--- src/rtl/ctrl_alu_pkg.sv ---
package ctrl_alu_pkg;
  parameter int unsigned DATA_W = 16;

  typedef struct packed {
    logic clr;
    logic inv;
  } prep_ctrl_t;
endpackage

--- src/rtl/alu_operand_prep.sv ---
module alu_operand_prep #(
  parameter int unsigned W = ctrl_alu_pkg::DATA_W
) (
  input  logic [W-1:0]              opd_i,
  input  ctrl_alu_pkg::prep_ctrl_t  ctrl_i,
  output logic [W-1:0]              opd_o
);
  logic [W-1:0] cleared;

  assign cleared = ctrl_i.clr ? '0 : opd_i;
  // invert acts on the cleared value, not the raw operand
  assign opd_o   = ctrl_i.inv ? ~cleared : cleared;

  always_comb begin
    if (ctrl_i.clr && !ctrl_i.inv) assert (opd_o == '0);
    if (ctrl_i.clr && ctrl_i.inv)  assert (&opd_o);
    if (!ctrl_i.clr && ctrl_i.inv) assert ((opd_o ^ opd_i) == '1);
  end
endmodule

--- src/rtl/alu_func_stage.sv ---
module alu_func_stage #(
  parameter int unsigned W = ctrl_alu_pkg::DATA_W
) (
  input  logic [W-1:0] a_i,
  input  logic [W-1:0] b_i,
  input  logic         add_sel_i,
  output logic [W-1:0] fn_o
);
  logic [W:0]   sum_full;
  logic [W-1:0] and_v;

  assign sum_full = {1'b0, a_i} + {1'b0, b_i};
  assign and_v    = a_i & b_i;
  // carry out dropped: modulo 2^W
  assign fn_o     = add_sel_i ? sum_full[W-1:0] : and_v;

  always_comb begin
    if (!add_sel_i) assert (((fn_o & ~a_i) | (fn_o & ~b_i)) == '0);
    if (add_sel_i)  assert (W'(fn_o - b_i) == a_i);
  end
endmodule

--- src/rtl/alu_out_stage.sv ---
module alu_out_stage #(
  parameter int unsigned W = ctrl_alu_pkg::DATA_W
) (
  input  logic [W-1:0] fn_i,
  input  logic         inv_i,
  output logic [W-1:0] res_o,
  output logic         zero_o,
  output logic         neg_o
);
  localparam int unsigned MSB = W - 1;

  assign res_o  = inv_i ? ~fn_i : fn_i;
  assign zero_o = ~|res_o;
  assign neg_o  = res_o[MSB];

  always_comb begin
    if (neg_o) assert (!zero_o);
    if (inv_i) assert ((res_o ^ fn_i) == '1);
  end
endmodule

--- src/rtl/ctrl_alu.sv ---
module ctrl_alu
  import ctrl_alu_pkg::*;
(
  input  logic [15:0] x_i,
  input  logic [15:0] y_i,
  input  logic        clr_x_i,
  input  logic        inv_x_i,
  input  logic        clr_y_i,
  input  logic        inv_y_i,
  input  logic        add_sel_i,
  input  logic        inv_out_i,
  output logic [15:0] result_o,
  output logic        zero_o,
  output logic        neg_o
);
  localparam int unsigned N_OPD = 2;

  logic [N_OPD-1:0][DATA_W-1:0] opd_raw, opd_prep;
  prep_ctrl_t [N_OPD-1:0]       prep_ctrl;
  logic [DATA_W-1:0]            fn_val;

  assign opd_raw[0]   = x_i;
  assign opd_raw[1]   = y_i;
  assign prep_ctrl[0] = '{clr: clr_x_i, inv: inv_x_i};
  assign prep_ctrl[1] = '{clr: clr_y_i, inv: inv_y_i};

  for (genvar g = 0; g < N_OPD; g++) begin : g_prep
    alu_operand_prep #(.W(DATA_W)) prep_i (
      .opd_i  (opd_raw[g]),
      .ctrl_i (prep_ctrl[g]),
      .opd_o  (opd_prep[g])
    );
  end

  alu_func_stage #(.W(DATA_W)) func_i (
    .a_i       (opd_prep[0]),
    .b_i       (opd_prep[1]),
    .add_sel_i (add_sel_i),
    .fn_o      (fn_val)
  );

  alu_out_stage #(.W(DATA_W)) out_i (
    .fn_i   (fn_val),
    .inv_i  (inv_out_i),
    .res_o  (result_o),
    .zero_o (zero_o),
    .neg_o  (neg_o)
  );

  always_comb begin
    if ({clr_x_i, inv_x_i, clr_y_i, inv_y_i, add_sel_i, inv_out_i} == 6'b111111)
      assert (result_o == 16'd1);
    if ({clr_x_i, inv_x_i, clr_y_i, inv_y_i, add_sel_i, inv_out_i} == 6'b011111)
      assert (result_o == 16'(x_i + 16'd1));
  end
endmodule

--- config.mk ---
export PLATFORM = sky130hd
export DESIGN_NAME = ctrl_alu
export DESIGN_NICKNAME = d
export VERILOG_FILES = /design/src/rtl/ctrl_alu_pkg.sv /design/src/rtl/alu_operand_prep.sv /design/src/rtl/alu_func_stage.sv /design/src/rtl/alu_out_stage.sv /design/src/rtl/ctrl_alu.sv
export SDC_FILE = /design/constraint.sdc
export NUM_CORES = 1
export LEC_CHECK = 0
export ABC_CLOCK_PERIOD_IN_PS = 10400
export CAP_MARGIN = 20
export CORE_ASPECT_RATIO = 0.5
export CORE_MARGIN = 2
export CORE_UTILIZATION = 60
export DETAILED_ROUTE_END_ITERATION = 8
export DONT_BUFFER_PORTS = 1
export PLACE_DENSITY_LB_ADDON = 0.1
export SLEW_MARGIN = 0
export SYNTH_ARGS = -nofsm -noshare
export SYNTH_HDL_FRONTEND = slang
export SYNTH_SLANG_ARGS = --single-unit
--- constraint.sdc ---
create_clock -name vclk -period 10.4
set_clock_uncertainty 0.1 [all_clocks]
set_input_delay 2.08 -clock vclk [all_inputs]
set_output_delay 2.08 -clock vclk [all_outputs]
set_load 0.005 [all_outputs]
==> flow_summary.ini, run 1 <==
[sta]
fin_tns_setup_ps = 0
slew_viol_final = 0
period_share_pct = 67.75
fmax_ghz = 0.1419
finalSetupViolations = 0
period_needed_ps = 7046
fin_ws_ps = 3355
hold_viol = 0
rsz0062_at_grt = false
tightest_slew_ps = 587.0
slew_headroom_pct = 60.45

[power]
peakVddDrop_mv = 0.05362
pwr_density_cell_mw_per_mm2 = 99.11
finalPower_mw = 0.1721
p_leak_nw = 0.6608

[grt]
grt_usage_pct = 21.34
overflow = 0
grt_pass1_wl_um = 6127
grt_pass1_vias = 1404
grt_max_degree = 24
antenna_found_initial = 0

[floorplanning]
core_area_mm2 = 0.002684
dieArea_mm2 = 0.003392
io_pins = 56
die_h_um = 42.20
start_util_pct = 65.22
rows = 13
die_x_um = 80.39

[finish]
seq_cell_count = 0
clock_buffers = 0
antenna_cells = 0
final_nets = 280
multi_input_area_mm2 = 0.001675
nFillCells = 259
area_growth_pct = -0.7860
register_area_um2 = 0
layout-drive-gt1-share_pct = 4.484

[drt]
first_pass_iters = 4
drt_iter0_markers = 89
wire_per_inst_um = 14.15
dr_total_vias = 1579
ant_nets = 0
vias_per_cell = 6.073
drc = 0
wirelength_um = 3680

[setup_path]
crit_path_cell_trace = nand2b_1, xnor2_1, ha_1, fa_1, a211o_2, a21o_1, o211ai_2, a211oi_1, o2111a_1, nor3_2, mux2i_1, nor4_2
cp_max_fo = 16
critPathTopFamily = compound AO/OA/AOI/OAI gates
worstSetupStartpointType = input port
cpMaxStageDelayCell = fa_1
end_kind = output port
arrival_ps = 4870
cp.required_ps = 8220
critical_path_buf_inv_count = 0
path_class = input port to output port
slowest_delay_ps = 440

[placement]
portBuffers = 0
detailed_place_hpwl_um = 3135
place.gp.congestion = 0.8584
place_ws_ps = 3375

[logic_synthesis]
yosys_warnings = 0
synth.avg_cell_area_um2 = 7.386
syn_inst = 237
synth_cell_type_count = 48
synth_nets = 292
ys_seq_area_share_pct = 0
syn-cell-area_mm2 = 0.001750

[clock_tree]
cts_hold_buffers = 0
ctsResizeCount = 0
cts_setup_buffers = 0

[job]
cap_violations = 0

[outcome]
status = completed

[hold_path]
hold_path.class = input port to output port
==> final timing paths <==
kind	slack (ps)	from	depth (start not counted)	endpoint
setup / recovery	3350	clr_y_i	12	zero_o
hold / removal	4130	inv_out_i	1	result_o[8]
==> layout make-up <==
class / instances / share of cell area, %
tap: 37 / 2.666
inverter: 4 / 0.8646
multi-input combinational: 219 / 96.47
==> cells in the mapped netlist, types with 2 or more instances <==
cell type	n	area [µm²]
a211oi_1	6	45.04
nand2_1	13	48.80
xor2_1	2	17.52
buf_2	3	15.01
nor3_1	7	35.03
o21ai_0	7	35.03
or3_1	5	31.28
and2_1	2	12.51
a211o_1	2	17.52
nor4_1	2	12.51
inv_1	3	11.26
nor3b_1	4	30.03
o211ai_1	4	30.03
ha_1	16	200.2
a21o_1	6	45.04
mux2i_1	11	110.1
buf_1	2	7.510
nor2_1	7	26.28
nor2b_1	2	12.51
nand2b_1	32	200.2
a21oi_1	13	65.06
clkbuf_1	8	30.03
xnor2_1	55	481.7
==> kinds of logic after synthesis <==
group	share of synthesized area (%)
XOR/XNOR	28.52
adder cells (fa/ha/maj)	12.58
AND/OR/NAND/NOR	27.02
buffers and inverters	4.289
multiplexers	6.934
AO/OA/AOI/OAI	20.66
==> metal layers <==
| metal | track usage, % | wire length, µm | share of wire, % | up-vias |
|---|---|---|---|---|
| met1 | 29.44 | 1794 | 49 | 728 |
| met5 | 0 | 0 | 0 | - |
| met4 | 0 | 0 | 0 | 0 |
| li1 | - | - | - | 807 |
| met3 | 1.940 | 233 | 6.3 | 0 |
| met2 | 38.33 | 1651 | 45 | 44 |
==> stage by stage <==
step / instance area [µm²] / instances / util, % / hold slack [ps]
floorplan: 1750 / 237 / - / 4298
CTS: 1737 / 260 / 64.71 / 4134
global route: 1737 / 260 / 64.71 / 4135
global placement: 1737 / 260 / 64.71 / 4130
finish: 1737 / 260 / 64.71 / 4133
detailed placement: 1737 / 260 / 64.71 / 4134
==> cells in the final DEF (no fill, tap or decap), drive strengths merged, types with 2 or more instances in the layout <==
cell type / count
xnor2: 55
nand2b: 32
ha: 16
a21oi: 13
nand2: 13
mux2i: 11
nor3: 8
o21ai: 8
nor2: 7
a21o: 7
a211oi: 7
or3: 5
o211ai: 5
nor3b: 4
inv: 4
a211o: 3
nor4: 3
and2: 2
nor2b: 2
xor2: 2
==> where the power goes <==
group          leakage, nW  switching (mW)  internal [mW]  total [mW]
combinational        0.661          0.0913         0.0809       0.172
sequential               0               0              0           0
clock                    0               0              0           0
(Power assumes the default switching activity.)
==> run 2: changes to the inputs <==
--- a/config.mk
+++ b/config.mk
@@ -5,7 +5,8 @@
 export SDC_FILE = /design/constraint.sdc
 export NUM_CORES = 1
 export LEC_CHECK = 0
-export ABC_CLOCK_PERIOD_IN_PS = 10400
+export ABC_AREA = 1
+export ABC_CLOCK_PERIOD_IN_PS = 5950
 export CAP_MARGIN = 20
 export CORE_ASPECT_RATIO = 0.5
 export CORE_MARGIN = 2
==> constraint.sdc (replaced) <==
create_clock -name vclk -period 5.95
set_clock_uncertainty 0.1 [all_clocks]
set_input_delay 1.19 -clock vclk [all_inputs]
set_output_delay 1.19 -clock vclk [all_outputs]
set_load 0.005 [all_outputs]
==> run 2 against run 1 <==
Area after synthesis rose by 23%. First-iteration DRC count rose by 4.5%. Hold slack got worse by 1700 ps. Via count rose by 55%. Count of clock-buffer cells in the layout did not move. Critical path depth rose by 6. Critical endpoint unchanged.
==> flow_summary.ini, run 2 <==
[power]
p_leak_nw = 1.328
pwr_density_cell_mw_per_mm2 = 150.8
peakVddDrop_mv = 0.06965

[setup_path]
critical_path_buf_inv_count = 2
cpMaxStageDelayCell = fa_1
path_depth = 18
arrival_ps = 3770
crit_top_cell = nand2_1
cp.required_ps = 4660
crit_path_cell_trace = inv_1, nand2_1, xnor2_1, ha_1, fa_1, inv_1, nand2_1, nand3_1, o21ai_0, nand2_1, nand2_1, nor2_1, nand3_1, nor2_1, nand2_1, nor2_1, nand3_1, nor2_1
cp_max_fo = 16
slowest_delay_ps = 420
critPathTopFamily = simple AND/OR/NAND/NOR gates
end_kind = output port
path_class = input port to output port
worstSetupStartpointType = input port

[finish]
layout_commonest_cell = nand2_1
area_growth_pct = -1.391
seq_cell_count = 0
register_area_um2 = 0
fin_util_pct = 62.00
clock_buffers = 0
nFillCells = 377
postLayoutCellArea_mm2 = 0.002130
fin_cells = 463
layout_common_cells = nand2_1 (161), inv_1 (81), nand3_1 (60)
final_nets = 469
antenna_cells = 0
layout-drive-gt1-share_pct = 5.097

[sta]
period_needed_ps = 5058
rsz0062_at_grt = false
period_share_pct = 85.02
tightest_slew_ps = 544.1
slew_viol_final = 0
hold_viol = 0
slew_headroom_pct = 63.50
fmax_ghz = 0.1977
fin_ws_ps = 891.6
finalSetupViolations = 0
fin_tns_setup_ps = 0

[logic_synthesis]
syn-cell-area_mm2 = 0.002160
synth_commonest_cells = nand2_1 (161), inv_1 (81), nand3_1 (60)
synth_nets = 480
syn_inst = 425
yosys.area.top_type = nand2_1
synth_cell_type_count = 30
netlist.area_leader.share_pct = 27.98
synth.most_common_cell = nand2_1
yosys_warnings = 0
synth.avg_cell_area_um2 = 5.081
ys_seq_area_share_pct = 0
ys_top_cells_by_area = nand2_1 (28%), inv_1 (14%), nand3_1 (14%)

[floorplanning]
io_pins = 56
die_h_um = 46.42
core_area_mm2 = 0.003435
die_x_um = 88.85
rows = 15
start_util_pct = 62.88
dieArea_mm2 = 0.004124

[drt]
first_pass_iters = 4
drt_iter0_markers = 93
wirelength_um = 5187
vias_per_cell = 5.270
drc = 0
dr_total_vias = 2440
wire_per_inst_um = 11.20
ant_nets = 0

[hold_path]
whs_path_depth = 2
hold_path.class = input port to output port

[grt]
grt_max_degree = 34
grt_pass1_wl_um = 8466
antenna_found_initial = 0
grt_pass1_vias = 2054
grt_usage_pct = 25.33
overflow = 0

[placement]
post_dp_cell_area_mm2 = 0.002130
portBuffers = 0
place.gp.congestion = 0.8766
dp.cells = 463
place_ws_ps = 905.4
detailed_place_hpwl_um = 4327

[clock_tree]
cts_setup_buffers = 0
ctsResizeCount = 0
cts_hold_buffers = 0

[outcome]
status = completed

[job]
cap_violations = 0
run 2: area by class of cell:
cell class / instances / area, µm² / share of cell area [%]
inverters: 85 / 319.1 / 14.98
multi-input cells: 327 / 1747 / 82.02
well taps: 51 / 63.81 / 2.996
run 2: metrics by stage:
stage / hold slack [ps] / power (mW)
finish: 2397 / 0.3211
detailed placement: 2396 / 0.3165
global route: 2408 / 0.3698
floorplan: 2389 / 0.2770
global placement: 2394 / 0.3084
CTS: 2396 / 0.3177
run 2: cell families (layout without fill, tap and decap cells):
kind of cell	after synthesis	after routing	share of synthesized area, %
buf+inv	98	85	19.12
fa+ha+maj	17	17	10.20
xor+xnor	34	34	13.79
simple gates	259	259	52.38
compound gates	17	17	4.519
run 2: path summary, 6_finish.rpt:
kind / startpoint / to
max: clr_y_i / zero_o
min: inv_out_i / result_o[14]
run 2: where the power goes:
part           internal [mW]  total [mW]  switching, mW
Sequential                 0           0              0
Combinational          0.114       0.321          0.207
Clock                      0           0              0
Total                  0.114       0.321          0.207
run 2: metal layers:
metal  vias up  wire length, µm  GRT usage (%)
li1       1275                -              -
met1      1061             2441          34.45
met2       102             2236          45.22
met3         2              506          3.584
met4         0                3          1.212
met5         -                0              0
